`config.mk`:
```
export PLATFORM = sky130hd
export DESIGN_NAME = rs485_dir_ctrl
export DESIGN_NICKNAME = d
export VERILOG_FILES = /design/src/rtl/rs485_dir_pkg.sv /design/src/rtl/rs485_turn_fsm.sv /design/src/rtl/rs485_pin_mux.sv /design/src/rtl/rs485_dir_ctrl.sv
export SDC_FILE = /design/constraint.sdc
export NUM_CORES = 1
export LEC_CHECK = 0
export ABC_AREA = 1
export BUFFER_PORTS_ARGS = -buffer_cell sky130_fd_sc_hd__buf_2
export CAP_MARGIN = 10
export CORE_UTILIZATION = 56
export CTS_CLUSTER_DIAMETER = 100
export DETAILED_ROUTE_END_ITERATION = 8
export PLACE_DENSITY = 0.95
export SLEW_MARGIN = 10
export SYNTH_ARGS = -nofsm -noshare
export SYNTH_HDL_FRONTEND = slang
export SYNTH_SLANG_ARGS = --single-unit
export TNS_END_PERCENT = 30
```
`constraint.sdc`:
```
create_clock -name clk -period 4 [get_ports clk]
set_input_delay 0.6 -clock clk [delete_from_list [all_inputs] [get_ports clk]]
set_output_delay 0.6 -clock clk [all_outputs]
set_load 0.05 [all_outputs]
```
`src/rtl/rs485_dir_pkg.sv`:
```
package rs485_dir_pkg;

  typedef enum logic [1:0] {
    DIR_RX   = 2'd0,
    DIR_TX   = 2'd1,
    DIR_TURN = 2'd2
  } dir_state_e;

  // Physical level of the direction pin: transmit -> 0 unless inverted.
  function automatic logic pin_level(input logic drive_tx, input logic invert);
    return invert ? drive_tx : ~drive_tx;
  endfunction

  // True when a tick ends the countdown (count already exhausted).
  function automatic logic turn_done(input logic tick, input logic cnt_zero);
    return tick & cnt_zero;
  endfunction

endpackage

```
`src/rtl/rs485_turn_fsm.sv`:
```
module rs485_turn_fsm
  import rs485_dir_pkg::*;
#(
  parameter int CNT_W = 8
) (
  input  logic             clk,
  input  logic             rst_n,
  input  logic             en,
  input  logic             tx_active,
  input  logic             bit_tick,
  input  logic             tx_last_stop,
  input  logic [CNT_W-1:0] delay,
  output dir_state_e       state_q,
  output logic [CNT_W-1:0] cnt_q,
  output logic             drive_tx
);

  localparam logic [CNT_W-1:0] CNT_ZERO = '0;
  localparam logic [CNT_W-1:0] CNT_ONE  = CNT_W'(1);

  dir_state_e       state_d;
  logic [CNT_W-1:0] cnt_d;
  logic             cnt_zero;
  logic             release_ev;
  logic             restart_ev;
  logic             stop_ev;

  assign cnt_zero   = (cnt_q == CNT_ZERO);
  assign stop_ev    = (state_q == DIR_TX) && tx_last_stop;
  assign restart_ev = (state_q == DIR_TURN) && tx_active;
  assign release_ev = (state_q == DIR_TURN) && !tx_active && turn_done(bit_tick, cnt_zero);

  always_comb begin
    state_d = state_q;
    cnt_d   = cnt_q;
    if (!en) begin
      state_d = DIR_RX;
      cnt_d   = CNT_ZERO;
    end else begin
      unique case (state_q)
        DIR_RX: if (tx_active) state_d = DIR_TX;
        DIR_TX: if (tx_last_stop) begin
          state_d = DIR_TURN;
          cnt_d   = delay;
        end
        DIR_TURN: begin
          if (restart_ev) begin
            state_d = DIR_TX;
          end else if (release_ev) begin
            state_d = DIR_RX;
          end else if (bit_tick) begin
            cnt_d = cnt_q - CNT_ONE;
          end
        end
        default: state_d = DIR_RX;
      endcase
    end
  end

  always_ff @(posedge clk or negedge rst_n) begin
    if (!rst_n) begin
      state_q <= DIR_RX;
      cnt_q   <= CNT_ZERO;
    end else begin
      state_q <= state_d;
      cnt_q   <= cnt_d;
    end
  end

  assign drive_tx = (state_q != DIR_RX);

  // a stop pulse in transmit enters the countdown with the delay loaded
  a_r5_stop_loads: assert property (@(posedge clk) disable iff (!rst_n)
    (en && stop_ev) |=> (state_q == DIR_TURN && cnt_q == $past(delay)));

  // each tick with a non-zero count lowers it by one
  a_r5_count_down: assert property (@(posedge clk) disable iff (!rst_n)
    (en && state_q == DIR_TURN && !tx_active && bit_tick && !cnt_zero)
      |=> (state_q == DIR_TURN && cnt_q == $past(cnt_q) - CNT_ONE));

  // a tick on an exhausted count releases to receive
  a_r6_zero_release: assert property (@(posedge clk) disable iff (!rst_n)
    (en && state_q == DIR_TURN && !tx_active && bit_tick && cnt_zero)
      |=> (state_q == DIR_RX));

  // new data during the countdown returns to transmit
  a_r7_restart: assert property (@(posedge clk) disable iff (!rst_n)
    (en && restart_ev) |=> (state_q == DIR_TX));

  // losing control forces receive
  a_r9_disable_idle: assert property (@(posedge clk) disable iff (!rst_n)
    !en |=> (state_q == DIR_RX && cnt_zero));

  // tx_active in transmit holds the state when no stop pulse arrives
  a_r10_tx_hold: assert property (@(posedge clk) disable iff (!rst_n)
    (en && state_q == DIR_TX && !tx_last_stop) |=> (state_q == DIR_TX));

endmodule

```
`src/rtl/rs485_pin_mux.sv`:
```
module rs485_pin_mux
  import rs485_dir_pkg::*;
(
  input  logic clk,
  input  logic rst_n,
  input  logic en,
  input  logic use_dtr,
  input  logic invert,
  input  logic drive_tx,
  input  logic sw_rts,
  input  logic sw_dtr,
  output logic rts_out,
  output logic dtr_out
);

  logic dir_lvl;
  logic own_rts;
  logic own_dtr;

  assign dir_lvl = pin_level(drive_tx, invert);
  assign own_rts = en && !use_dtr;
  assign own_dtr = en && use_dtr;

  assign rts_out = own_rts ? dir_lvl : sw_rts;
  assign dtr_out = own_dtr ? dir_lvl : sw_dtr;

  // the unselected pin always carries its software value
  a_r8_rts_free: assert property (@(posedge clk) disable iff (!rst_n)
    (en && use_dtr) |-> (rts_out == sw_rts));
  a_r8_dtr_free: assert property (@(posedge clk) disable iff (!rst_n)
    (en && !use_dtr) |-> (dtr_out == sw_dtr));

  // with control off both pins follow software
  a_r9_passthrough: assert property (@(posedge clk) disable iff (!rst_n)
    !en |-> (rts_out == sw_rts && dtr_out == sw_dtr));

  // the owned pins differ exactly when the direction differs
  a_r3_polarity: assert property (@(posedge clk) disable iff (!rst_n)
    (en && !use_dtr) |-> (rts_out == (drive_tx ^ !invert)));

endmodule

```
`src/rtl/rs485_dir_ctrl.sv`:
```
module rs485_dir_ctrl
  import rs485_dir_pkg::*;
#(
  parameter int CNT_W = 8
) (
  input  logic             clk,
  input  logic             rst_n,
  input  logic             cfg_multidrop_en,
  input  logic             cfg_drive_en,
  input  logic             cfg_invert,
  input  logic             cfg_use_dtr,
  input  logic [CNT_W-1:0] cfg_turn_delay,
  input  logic             tx_active,
  input  logic             bit_tick,
  input  logic             tx_last_stop,
  input  logic             sw_rts,
  input  logic             sw_dtr,
  output logic             rts_out,
  output logic             dtr_out
);

  logic             ctl_active;
  dir_state_e       fsm_state;
  logic [CNT_W-1:0] fsm_cnt;
  logic             fsm_drive_tx;

  assign ctl_active = cfg_multidrop_en && cfg_drive_en;

  rs485_turn_fsm #(.CNT_W(CNT_W)) u_fsm (
    .clk          (clk),
    .rst_n        (rst_n),
    .en           (ctl_active),
    .tx_active    (tx_active),
    .bit_tick     (bit_tick),
    .tx_last_stop (tx_last_stop),
    .delay        (cfg_turn_delay),
    .state_q      (fsm_state),
    .cnt_q        (fsm_cnt),
    .drive_tx     (fsm_drive_tx)
  );

  rs485_pin_mux u_mux (
    .clk      (clk),
    .rst_n    (rst_n),
    .en       (ctl_active),
    .use_dtr  (cfg_use_dtr),
    .invert   (cfg_invert),
    .drive_tx (fsm_drive_tx),
    .sw_rts   (sw_rts),
    .sw_dtr   (sw_dtr),
    .rts_out  (rts_out),
    .dtr_out  (dtr_out)
  );

  // transmit data leaves receive at the next edge
  a_r4_start_tx: assert property (@(posedge clk) disable iff (!rst_n)
    (ctl_active && fsm_state == DIR_RX && tx_active) |=> fsm_drive_tx);

  // receive state reports the receive direction
  a_r1_rx_level: assert property (@(posedge clk) disable iff (!rst_n)
    (fsm_state == DIR_RX) |-> !fsm_drive_tx && (fsm_cnt == '0 || ctl_active));

endmodule

```
; ---- After elaboration in Yosys (flattened, before gate mapping)
; Cells that the tools add are included.
; W data, S select, Z words.
[classes]
muxes = 15
addsub = 1
eq_ne = 9
reduce_logical = 13
n_bitwise = 2
[op_table]
columns = cell, n
row1 = $mux W8, 5
row2 = $ne A3 B3 Y1 const B, 6
row3 = $pmux W8 S2, 1
row4 = $mux W2, 5
row5 = $logic_not A8 Y1, 1
row6 = $sub A8 B1 Y8 const B, 1
row7 = $logic_and A1 B1 Y1, 6
row8 = $pmux W2 S3, 1
row9 = $reduce_and A5 Y1, 1
row10 = $ne A4 B4 Y1 const B, 1
row11 = $mux W1, 3
row12 = $reduce_and A3 Y1, 1
row13 = $eq A2 B1 Y1 const B, 1
row14 = $eq A2 B2 Y1 const B, 1
row15 = $logic_not A1 Y1, 2
row16 = $logic_not A2 Y1, 1
row17 = $reduce_bool A2 Y1, 1
row18 = $and A1 B1 Y1, 1
row19 = $not A1 Y1, 1
[word_totals]
output_inout_bits = 2
elab_cells = 42
reg_bits = 10
inputBits = 19

; ---- Logic depth before layout (Yosys ltp)
; Gate-level depths: netlist of the first run.
[logic_depth]
word_depth = 7
mapped_depth = 10
ltp_nobuf = 10

; ---- Hierarchy
; From an unflattened synthesis of the first run, not the netlist that was laid out.
[hier_totals]
cells_unflattened = 124
area_unflattened_um2 = 839.6
[modules_own_cells]
columns = mod, seq_area_each_um2, area_per_inst_um2, cells_per_inst, n_inst
row1 = rs485_turn_fsm, 250.2, 775.7, 108, 1
row2 = rs485_pin_mux, 0.0, 56.3, 14, 1
row3 = rs485_dir_ctrl, 0.0, 7.5, 2, 1

; ---- Worst setup path before layout of the first run
; No wires, ideal clock.
[synth_path]
kind = in2out
startpoint = input port cfg_multidrop_en
endpoint = output port dtr_out
slack_ps = 1375
path_buffers = 0
t_required_ps = 3400
arrival_ps = 2025
stages = 4
cell_sequence = nand2_2 > inv_1 > nand2_1 > o21ai_0
[synth_via]
elab_chain_cells = 3
[synth_lines]
columns = item, line
row1 = start: declaration, rs485_dir_ctrl.sv:8  ; input logic cfg_multidrop_en,
row2 = $logic_and A1 B1 Y1, rs485_dir_ctrl.sv:27  ; assign ctl_active = cfg_multidrop_en && cfg_drive_en;
row3 = $logic_and A1 B1 Y1, rs485_pin_mux.sv:22  ; assign own_dtr = en && use_dtr;
row4 = $mux W1, rs485_pin_mux.sv:25  ; assign dtr_out = own_dtr ? dir_lvl : sw_dtr;
row5 = end: declaration, rs485_dir_ctrl.sv:19  ; output logic dtr_out
; No other way between the ends.

; ---- Final worst setup path of the first run
; Same ends and word-level chain as after synthesis.

==> results.cfg, run 1 <==
[outcome]
run_status = finished clean

[worst_setup_path]
worst_ep_arrival_time_ps = 1480
worstSetupStartpointType = primary input
required_ps = 3400
crit_path_end_kind = output pin
critical_path_class = primary input to output pin
worstPathMaxFanout = 5

[power_and_ir_drop]
swShare = 0.339
power_frac_comb = 0.302
power.density_nw_per_um2 = 288
power.leakage_nw = 0.592
seqPwrFrac = 0.381
ir_drop_uv = 199
p_int_mw = 0.194
p_sw_mw = 0.0994
pwr-share-clk = 0.317

[grt]
grt_pass1_vias = 776
grt_max_degree = 11
antenna_found_initial = 0
grt_usage = 0.283
grt_overflow = 0
grt_first_pass_wirelength_um = 3110

[synth]
synth-seq-area-share = 0.289
syn_inst = 129
syn-num-nets = 150
ys_seq_elements = 10
netlist_area_um2 = 865
ys_warn_count = 0
ys_types = 21
syn_avg_cell_area_um2 = 6.70

[timing]
setup_viol = 0
final.setup_skew_ps = 2.66
post-route-min-period_ps = 2080
rsz0062_at_grt = false
fin_crit_sh = 0.520
hold_viol = 0
tns_ps = 0
max_freq_mhz = 481
maxSlewHeadroom = 0.828
worst_slew_pin_slew_ps = 257
finalMaxSlewViolations = 0

[finish]
multi_input_area_um2 = 548
num_antenna_cells = 0
mostFrequentLayoutCells = nand2_1 (50), buf_2 (20), inv_1 (13), nand3_1 (13)
final_common_cell = nand2_1
fill_cells = 106
register_area_um2 = 250
syn2layout_area_growth_pct = 17.9
final_nets = 175
drive_gt1_frac = 0.275
final_area_um2 = 1020

[min_path]
hold_class = primary input to asynchronous set/reset pin

[cts]
cts_resized = 0
cts_buffer_depth = 2
root_buffer = clkbuf_4
clk_pin_slew_ps = 70
numCtsBuffers = 3
cts_setup_buffers = 0
worstSkewPairLatency_ps = 270
cts_tree = yes
numClockSinks = 10
htreeDepth = 1
hold_buffers = 0

[job]
drv_cap = 0

[routing]
via_per_inst = 5.32
drtPass1Iterations = 5
drt_iter0_drc = 24
wl_per_cell_um = 11.9
postRouteAntennaNets = 0
drc = 0
route.vias.total = 894
routed_wl_um = 1990

[placed_design]
dp_hpwl_um = 1500
io_buffers = 20
gp_congestion = 0.817
placed_cell_area_um2 = 983

[floorplan]
die_w_um = 41.3
dieArea_um2 = 1700
ios = 21
row_count = 13
die_y_um = 41.3
core_um2 = 1370
initial_utilization = 0.633
## state kept, by name (all words and copies together) (netlist names)
name / flops
u_fsm.cnt_q: 8
u_fsm.state_q: 2
## Yosys cell counts
library cell | n | share of area
nand2_1 | 50 | 0.22
nand2_2 | 4 | 0.029
nor2_2 | 1 | 0.0072
dfrtp_1 | 10 | 0.29
nor2_1 | 10 | 0.043
nor2_4 | 1 | 0.013
xnor2_1 | 2 | 0.020
inv_4 | 1 | 0.0072
nand4_1 | 1 | 0.0072
nand2_4 | 3 | 0.039
o21ai_0 | 6 | 0.035
a21oi_2 | 1 | 0.010
nand3_4 | 1 | 0.020
a21oi_1 | 2 | 0.012
inv_2 | 3 | 0.013
inv_1 | 13 | 0.056
nor2_8 | 2 | 0.046
o21ai_4 | 1 | 0.019
nand3_1 | 13 | 0.075
ha_1 | 2 | 0.029
o21ai_1 | 2 | 0.012
## power groups by stage
stage	sequential, mW	combinational [mW]	clock [mW]
after floorplan	0.112	0.0637	0
after global placement	0.113	0.0836	0
after detailed placement	0.114	0.0868	0
after CTS	0.112	0.0878	0.0944
after global routing	0.112	0.0981	0.100
final	0.112	0.0884	0.0930
## through the flow
stage | util | setup WS [ps] | hold slack [ps] | power [mW] | cells
2_1_floorplan | - | 1380 | 304 | 0.176 | 129
3_3_place_gp | 0.720 | 1960 | 464 | 0.197 | 164
3_5_place_dp | 0.720 | 1910 | 469 | 0.200 | 164
4_1_cts | 0.746 | 1910 | 183 | 0.294 | 168
5_1_grt | 0.746 | 1790 | 183 | 0.311 | 168
6_report | 0.746 | 1920 | 184 | 0.293 | 168
## critical path: stages
cell     delay, ps
buf_2          100
nand2_2        200
inv_1          110
nand2_1         90
nand2_1         50
o21ai_0         50
buf_2          280
## cell families after synthesis
family / count (synthesis) / share of synthesized area
AND/OR/NAND/NOR: 86 / 0.498
buffers and inverters: 17 / 0.0767
AO/OA/AOI/OAI: 12 / 0.0868
flip-flops: 10 / 0.289
XOR/XNOR: 2 / 0.0203
adder cells (fa/ha/maj): 2 / 0.0289
## routing by layer
metal / up-vias / part of all wire / GRT usage
met3: 12 / 0.049 / 0.0426
met2: 44 / 0.50 / 0.484
met4: 0 / 0.031 / 0.194
met1: 384 / 0.42 / 0.320
li1: 454 / - / -
met5: - / 0 / 0
## path summary, 6_finish.rpt
path                             startpoint        endpoint  slack [ps]  depth (start not counted)
min                                   rst_n  u_fsm.cnt_q[2]         180                          1
max in group asynchronous             rst_n  u_fsm.cnt_q[5]        3610                          1
max                        cfg_multidrop_en         dtr_out        1920                          7
min reg2reg                  u_fsm.cnt_q[1]  u_fsm.cnt_q[1]         480                          2
max reg2reg                  u_fsm.cnt_q[0]  u_fsm.cnt_q[7]        2470                         10
min in group clk             u_fsm.cnt_q[1]  u_fsm.cnt_q[1]         480                          2
## final cells by class
| class | count | share of cell area |
|---|---|---|
| clock buffer | 4 | 0.0356 |
| inverter | 17 | 0.0650 |
| multi-input combinational | 102 | 0.537 |
| sequential | 10 | 0.245 |
| tap | 15 | 0.0184 |
| timing repair buffer | 20 | 0.0982 |
(Power assumes the default switching activity.)
==> inputs of run 2 (changes only) <==
--- a/config.mk
+++ b/config.mk
@@ -5,13 +5,13 @@
 export SDC_FILE = /design/constraint.sdc
 export NUM_CORES = 1
 export LEC_CHECK = 0
-export ABC_AREA = 1
+export ABC_AREA = 0
 export BUFFER_PORTS_ARGS = -buffer_cell sky130_fd_sc_hd__buf_2
 export CAP_MARGIN = 10
-export CORE_UTILIZATION = 56
+export CORE_UTILIZATION = 45
 export CTS_CLUSTER_DIAMETER = 100
 export DETAILED_ROUTE_END_ITERATION = 8
-export PLACE_DENSITY = 0.95
+export PLACE_DENSITY = 0.85
 export SLEW_MARGIN = 10
 export SYNTH_ARGS = -nofsm -noshare
 export SYNTH_HDL_FRONTEND = slang
==> constraint.sdc (replaced) <==
create_clock -name clk -period 1.8 [get_ports clk]
set_input_delay 0.27 -clock clk [delete_from_list [all_inputs] [get_ports clk]]
set_output_delay 0.27 -clock clk [all_outputs]
set_load 0.05 [all_outputs]
==> run 2 against run 1 <==
Compared with the run above: clock skew hardly changed; first-iteration DRC count is 13% higher; total power increased by 68%; sequential power increased by 110%; worst hold slack improved by 88 ps; core utilization shrank 15 points; non-clock buffer count increased by 5; critical path type is now flip-flop to flip-flop; critical endpoint is now u_fsm.cnt_q[0].
==> results.cfg, run 2 <==
[outcome]
run_status = finished clean

[worst_setup_path]
timing.rr.start = u_fsm.cnt_q[0]
cp-startpoint = u_fsm.cnt_q[0]
critical_path_class = flip-flop to flip-flop
crit_end = u_fsm.cnt_q[0]
worst_ep_arrival_time_ps = 1850
worstPathMaxFanout = 5
worst-r2r-cell-count = 6
crit_path_end_kind = flip-flop
worstSetupStartpointType = flip-flop
ff2ff_setup_slack_ps = 130
required_ps = 1980
rr_endpoint = u_fsm.cnt_q[0]

[placed_design]
io_buffers = 20
placed_cell_area_um2 = 866
gp_congestion = 0.846
dp.cells = 121
dp_hpwl_um = 1310
dp_slack_ps = 75.2

[synth]
synth-seq-area-share = 0.341
syn-num-nets = 105
async_flop_share = 1.00
synth.top_cell.area_share = 0.341
yosys.area.top_type = dfrtp_1
netlist_area_um2 = 734
ys_types = 34
syn_inst = 84
ys_warn_count = 0
ys_seq_elements = 10
synth-edff-count = 0
synth_flop_cell = dfrtp_1
synth.area.top_cells = dfrtp_1 (34%), o2bb2ai_1 (7.2%), a21oi_1 (6.1%), nor2_1 (5.1%), o22ai_1 (5.1%)
syn_avg_cell_area_um2 = 8.74
synthTopCellsByCount = dfrtp_1 (10), nor2_1 (10), a21oi_1 (9)

[grt]
antenna_found_initial = 0
grt_first_pass_wirelength_um = 3090
grt_pass1_vias = 693
grt_overflow = 0
grt_max_degree = 13
grt_usage = 0.226

[power_and_ir_drop]
power_frac_comb = 0.219
seqPwrFrac = 0.473
p_sw_mw = 0.139
swShare = 0.281
p_int_mw = 0.354
pwr-share-clk = 0.307
p_total_mw = 0.492
power.density_nw_per_um2 = 545
ir_drop_uv = 322
power.leakage_nw = 0.413

[timing]
worst_slew_pin_slew_ps = 340
fin_crit_sh = 0.926
max_freq_mhz = 600
finalMaxSlewViolations = 0
final.setup_skew_ps = 2.59
setup_slack_ps = 134
maxSlewHeadroom = 0.773
whs_ps = 272
post-route-min-period_ps = 1670
tns_ps = 0
hold_viol = 0
rsz0062_at_grt = false
setup_viol = 0

[routing]
drtPass1Iterations = 4
postRouteAntennaNets = 0
via_per_inst = 6.10
routed_wl_um = 1790
route.vias.total = 763
drt_iter0_drc = 27
wl_per_cell_um = 14.3
drc = 0

[floorplan]
initial_utilization = 0.482
row_count = 14
die_w_um = 42.4
core_um2 = 1520
ios = 21
dieArea_um2 = 1800
die_y_um = 42.4

[finish]
instances_no_fill = 125
fin_util = 0.593
num_antenna_cells = 0
final_area_um2 = 903
syn2layout_area_growth_pct = 23.0
reg_top3 = u_fsm.cnt_q x8, u_fsm.state_q x2
final_nets = 132
largest_reg_flops = 8
final_common_cell = buf_2
top_register = u_fsm.cnt_q
mostFrequentLayoutCells = buf_2 (20), nor2_1 (10), dfrtp_1 (10)
drive_gt1_frac = 0.312

[min_path]
hold_class = primary input to flip-flop
min-delay-start = cfg_turn_delay[2]

[job]
drv_cap = 0

[cts]
root_buffer = clkbuf_4
htreeDepth = 1
numClockSinks = 10
cts_buffer_depth = 2
clk_pin_slew_ps = 70
worstSkewPairLatency_ps = 260
numCtsBuffers = 3
cts_tree = yes
-- run 2: cell count changes after synthesis, sizes merged, moves of 4 or more --
cell / before / now
nor2: 14 / 10
nand2: 57 / 4
o2bb2ai: 0 / 6
o22ai: 0 / 6
o21ai: 9 / 3
nand3: 14 / 1
a21oi: 3 / 10
inv: 17 / 3
-- run 2: logic make-up after synthesis --
group           count (synthesis)  share of synthesized area
buf+inv                         6                     0.0409
compound gates                 28                      0.245
mux                             2                     0.0273
fa+ha+maj                       2                     0.0341
flops                          10                      0.341
simple gates                   35                      0.300
xor+xnor                        1                     0.0119
-- run 2: metal layers --
metal / wire length, um / GRT usage / vias to the layer above
met5: 0 / 0 / -
met3: 117 / 0.0690 / 4
met1: 823 / 0.316 / 360
li1: - / - / 369
met4: 27 / 0.0813 / 0
met2: 821 / 0.326 / 30
-- run 2: timing repair --
item,in CTS,in global routing
hold buffers,1,0
gates resized for setup,0,1
endpoints found under the hold margin,10,0
buffers inserted,0,0
endpoints found under the setup margin,0,3
-- run 2: worst min path at each step --
stage | to | slack [ps] | depth (start not counted)
6_report | u_fsm.cnt_q[2] | 270 | 3
3_3_place_gp | u_fsm.cnt_q[2] | 140 | 1
4_1_cts | u_fsm.cnt_q[2] | 280 | 3
2_1_floorplan | u_fsm.cnt_q[0] | -30 | 0
5_1_grt | u_fsm.state_q[0] | 300 | 3
3_5_place_dp | u_fsm.cnt_q[2] | 140 | 1
-- run 2: power by group through the flow --
| stage | clock network [mW] | registers (mW) | logic (mW) |
|---|---|---|---|
| after detailed placement | 0 | 0.237 | 0.104 |
| final | 0.151 | 0.233 | 0.108 |
| after global placement | 0 | 0.237 | 0.103 |
| after global routing | 0.170 | 0.233 | 0.120 |
| after CTS | 0.152 | 0.233 | 0.107 |
| after floorplan | 0 | 0.236 | 0.0669 |
-- run 2: cell type report --
cell class	count	area (um^2)
multi-input cells	68	459
well taps	16	20.0
inverters	3	11.3
flip-flops and latches	10	250
fillers	129	621
repair buffers	25	140
clock buffers	3	22.5
-- run 2: worst max-delay path, stage by stage (launching register included) --
cell,delay [ps]
dfrtp_1,390
inv_1,120
ha_1,170
nor3b_2,210
a21oi_2,100
or4_1,480
o21ai_1,110
